<file path="config.mk">
export PLATFORM = sky130hd
export DESIGN_NAME = every_nth_gate
export DESIGN_NICKNAME = d
export VERILOG_FILES = /design/src/rtl/every_nth_gate_pkg.sv /design/src/rtl/npg_sync.sv /design/src/rtl/npg_edge.sv /design/src/rtl/npg_count.sv /design/src/rtl/npg_out.sv /design/src/rtl/every_nth_gate.sv
export SDC_FILE = /design/constraint.sdc
export NUM_CORES = 1
export LEC_CHECK = 0
export BUFFER_PORTS_ARGS = -buffer_cell sky130_fd_sc_hd__clkbuf_2
export CORE_AREA = 4 4 41 43
export DETAILED_ROUTE_END_ITERATION = 10
export DIE_AREA = 0 0 45 47
export GPL_TIMING_DRIVEN = 0
export PLACE_DENSITY_LB_ADDON = 0.2
export REMOVE_ABC_BUFFERS = 1
export SETUP_SLACK_MARGIN = 0.4
export SKIP_CTS_REPAIR_TIMING = 1
export SYNTH_ARGS = -nofsm -noshare
export SYNTH_HDL_FRONTEND = slang
export SYNTH_SLANG_ARGS = --single-unit
</file>
<file path="constraint.sdc">
create_clock -name clk -period 3.6 [get_ports clk]
set_input_delay 0 -clock clk [delete_from_list [all_inputs] [get_ports clk]]
set_output_delay 0 -clock clk [all_outputs]
set_load 0.02 [all_outputs]
</file>
<file path="src/rtl/every_nth_gate_pkg.sv">
package every_nth_gate_pkg;
  localparam int unsigned NSEL_W = 4;
  typedef logic [NSEL_W-1:0] nsel_t;

  function automatic nsel_t eff_size(input nsel_t raw);
    eff_size = (raw == '0) ? nsel_t'(1) : raw;
  endfunction
endpackage

</file>
<file path="src/rtl/npg_sync.sv">
module npg_sync #(
  parameter int unsigned STAGES = 2
) (
  input  logic clk,
  input  logic rst,
  input  logic async_i,
  output logic level_o
);
  logic [STAGES-1:0] chain_q;

  generate
    if (STAGES == 1) begin : g_one
      always_ff @(posedge clk) begin
        if (rst) chain_q <= '0;
        else     chain_q <= async_i;
      end
    end else begin : g_many
      always_ff @(posedge clk) begin
        if (rst) chain_q <= '0;
        else     chain_q <= {chain_q[STAGES-2:0], async_i};
      end
    end
  endgenerate

  assign level_o = chain_q[STAGES-1];
endmodule

</file>
<file path="src/rtl/npg_edge.sv">
module npg_edge (
  input  logic clk,
  input  logic rst,
  input  logic level_i,
  output logic fall_o
);
  logic prev_q;

  always_ff @(posedge clk) begin
    if (rst) prev_q <= 1'b0;
    else     prev_q <= level_i;
  end

  assign fall_o = prev_q & ~level_i;
endmodule

</file>
<file path="src/rtl/npg_count.sv">
module npg_count
  import every_nth_gate_pkg::*;
(
  input  logic  clk,
  input  logic  rst,
  input  logic  fall_i,
  input  nsel_t n_i,
  output nsel_t cnt_o,
  output nsel_t size_o,
  output logic  sel_o
);
  nsel_t cnt_q, size_q, next_cnt, n_eff;
  logic  sel_q, at_last;

  always_comb begin
    n_eff    = eff_size(n_i);
    at_last  = (cnt_q == size_q - nsel_t'(1));
    next_cnt = cnt_q + nsel_t'(1);
  end

  always_ff @(posedge clk) begin
    if (rst) begin
      cnt_q  <= '0;
      size_q <= n_eff;
      sel_q  <= (n_eff == nsel_t'(1));
    end else if (fall_i) begin
      if (at_last) begin
        cnt_q  <= '0;
        size_q <= n_eff;
        sel_q  <= (n_eff == nsel_t'(1));
      end else begin
        cnt_q  <= next_cnt;
        sel_q  <= (next_cnt == size_q - nsel_t'(1));
      end
    end
  end

  assign cnt_o  = cnt_q;
  assign size_o = size_q;
  assign sel_o  = sel_q;
endmodule

</file>
<file path="src/rtl/npg_out.sv">
module npg_out (
  input  logic clk,
  input  logic rst,
  input  logic level_i,
  input  logic sel_i,
  output logic pulse_o
);
  logic out_q;

  always_ff @(posedge clk) begin
    if (rst) out_q <= 1'b0;
    else     out_q <= level_i & sel_i;
  end

  assign pulse_o = out_q;
endmodule

</file>
<file path="src/rtl/every_nth_gate.sv">
module every_nth_gate
  import every_nth_gate_pkg::*;
#(
  parameter int unsigned SYNC_STAGES = 2
) (
  input  logic       clk,
  input  logic       rst,
  input  logic       pulse_i,
  input  logic [3:0] n_i,
  output logic       pulse_o
);
  logic  lvl_w, fall_w, sel_w;
  nsel_t cnt_w, size_w;

  npg_sync #(.STAGES(SYNC_STAGES)) u_sync (
    .clk(clk), .rst(rst), .async_i(pulse_i), .level_o(lvl_w));

  npg_edge u_edge (
    .clk(clk), .rst(rst), .level_i(lvl_w), .fall_o(fall_w));

  npg_count u_count (
    .clk(clk), .rst(rst), .fall_i(fall_w), .n_i(n_i),
    .cnt_o(cnt_w), .size_o(size_w), .sel_o(sel_w));

  npg_out u_out (
    .clk(clk), .rst(rst), .level_i(lvl_w), .sel_i(sel_w), .pulse_o(pulse_o));
endmodule

</file>
==> run metrics <==
status complete, but fails checks; failing checks hold timing; critical path class reg -> reg; Die Wd 45 µm; hold slack -9.71 ps; area grow syn2layout 17.3%; total power 0.000291 W; multi-input logic area 324 µm²; first-pass iteration count of the detailed router 4; Final setup viols 0; initial antenna violation count 0; post-synthesis cell count 64; most common cell in the synthesized netlist dfxtp_1; peak supply drop 0.000260 V; non-filler cells, final 91; IO Count 8; placed inst area 703 µm²; crit start category register; fillers 121; port bufs 7; vias in the first global route 455; Post-synth EDFFs 5; RSZ-0062 raised after global routing no; register area 310 µm²; die height 47 µm; clock skew 9.38 ps; DP Wirelength 830 µm; Synth cell types 26; CTS H-tree lvls 1; wire per inst 12.1 µm; Via density 5.03; Leak Pwr 0.327 nW; hold path startpoint rst; Post-Route WL 1.10 mm; Worst-path clk slew 80 ps; YS warnings 0; Placed Cells 82; Hold Crit Depth 2; ant diodes 0; maximum clock frequency 524 MHz; Synth top cells by count dfxtp_1 (8), edfxtp_1 (5), xor2_1 (5); share of cells above drive strength 1 19.7%; CP arrival 1900 ps; pwr dens 373 nW/µm²; cell area after synthesis 664 µm²; clock latency on the worst-skew pair 280 ps; post-route antenna net violation count 0; GP Congestion 0.715; #FFs+latches synth 13; DR vias 458; Mapped Avg Cell Area 10.4 µm²; post-synth top area share 24.1%; clock net sink count 13; max-cap violation count 0; Initial DRC Count 5; maximum clock path buffer count 2; full die area 2120 µm²; setup_tns 0 ps; Worst Reg-to-Reg Cells 6; Seq/Total Area, Yosys 46.7%; Reg2Reg Setup Slack 1690 ps; dominant cells by area after synthesis dfxtp_1 (24%), edfxtp_1 (23%), xor2_1 (6.6%), ha_1 (3.8%), nand2b_1 (3.8%); CP Data Required Time 3590 ps; Tmin final 1910 ps; Worst-Margin Slew 380 ps; Primary FF master, synth dfxtp_1; nets 86; core area 1300 µm²; DR DRC count 0; hold crit path type in -> reg; TritonCTS Buffers 3; Slew Viols, Final 0; fin crit share 53.0%; ys async rst share 0%; fin area 779 µm²; global-route wire length before repair 1.89 mm; Final Util 59.9%; GRT Total Usage 13.0%; root buf cell clkbuf_4; largest net degree at the start of global routing 10; Worst R2R Start u_count.size_o[0]; Synth area leader dfxtp_1; Rel. slew slack 74.6%; R2R Path End u_count.size_o[3]; CP Max Fanout 5; worst hold endpoint u_count.cnt_o[3]; Final Hold Vio Count 2; # rows 13; TritonCTS clock tree yes; CP Capture Type register; Overflow after GRT 0; Initial Util 51.1%
-- registers in the layout, indices dropped and copies added (netlist names) --
signal and cells:
u_count.cnt_o 4, u_count.size_o 4, u_sync.chain_q 2, u_count.sel_o 1, u_edge.prev_q 1, u_out.pulse_o 1
-- worst max-delay path by stage --
stage | startpoint | endpoint | slack (ps) | cells after the start
global route | u_count.size_o[0] | u_count.size_o[3] | 1610 | 6
detailed placement | u_count.size_o[0] | u_count.size_o[2] | 1720 | 6
finish | u_count.size_o[0] | u_count.size_o[3] | 1690 | 6
CTS | u_count.size_o[0] | u_count.size_o[3] | 1700 | 6
global placement | u_count.size_o[0] | u_count.size_o[1] | 1720 | 6
floorplan | u_count.size_o[0] | u_count.size_o[0] | 1870 | 6
-- routing by layer --
metal	vias to the layer above	global-route usage [%]	part of all wire, %
li1	239	-	-
met1	204	16.1	46
met2	11	19.8	47
met3	4	2.30	4.4
met4	0	10.5	2.8
met5	-	0	0
-- cell type report --
type,instances,area share [%]
Tap cell,15,2.41
Multi-Input combinational cell,43,41.6
Sequential cell,13,39.8
Clock buffer,4,3.37
Inverter,4,1.93
Timing Repair Buffer,12,10.9
-- cell families (layout without fill, tap and decap cells) --
logic type | after synthesis | count (layout) | synth area share (%)
flip-flops | 13 | 13 | 46.7
adder cells (fa/ha/maj) | 2 | 2 | 3.77
AO/OA/AOI/OAI | 9 | 9 | 8.47
AND/OR/NAND/NOR | 23 | 23 | 20.0
XOR/XNOR | 8 | 8 | 15.1
multiplexers | 1 | 1 | 1.51
buffers and inverters | 8 | 20 | 4.52
-- cell usage in the layout (no fill, tap or decap) --
master and n:
a21oi_1 3, and2_1 1, and2_2 2, clkbuf_1 1, clkbuf_2 7, clkbuf_4 3, dfxtp_1 8, dlygate4sd3_1 5
edfxtp_1 5, ha_1 2, inv_1 4, mux2i_1 1, nand2_1 3, nand2b_1 4, nand3_1 3, nor2_1 3
nor2b_1 3, nor3_1 1, nor3_2 1, nor4b_1 1, o21ai_0 3, o21bai_2 1, o221ai_1 1, o22ai_1 1
or3_1 1, xnor2_1 1, xnor3_1 1, xor2_1 5, xor3_2 1
-- worst max-delay path, stage by stage, from the launching register on --
cell and delay, ps:
edfxtp_1 400, inv_1 60, ha_1 210, xnor3_1 310, nand3_1 190, o21bai_2 220
and2_2 230
-- power breakdown --
group          internal [W]  leakage, nW  switching, W
combinational     0.0000200        0.199     0.0000173
sequential         0.000159        0.113    0.00000350
clock             0.0000430       0.0150     0.0000482
total              0.000222        0.327     0.0000690
-- stage by stage --
step / hold slack, ps / setup slack [ps]
finish: -9.71 / 1690
global route: 5.18 / 1610
CTS: -99.1 / 1700
detailed placement: 193 / 1720
global placement: 188 / 1720
floorplan: 69.1 / 1870
(Power assumes the default switching activity.)
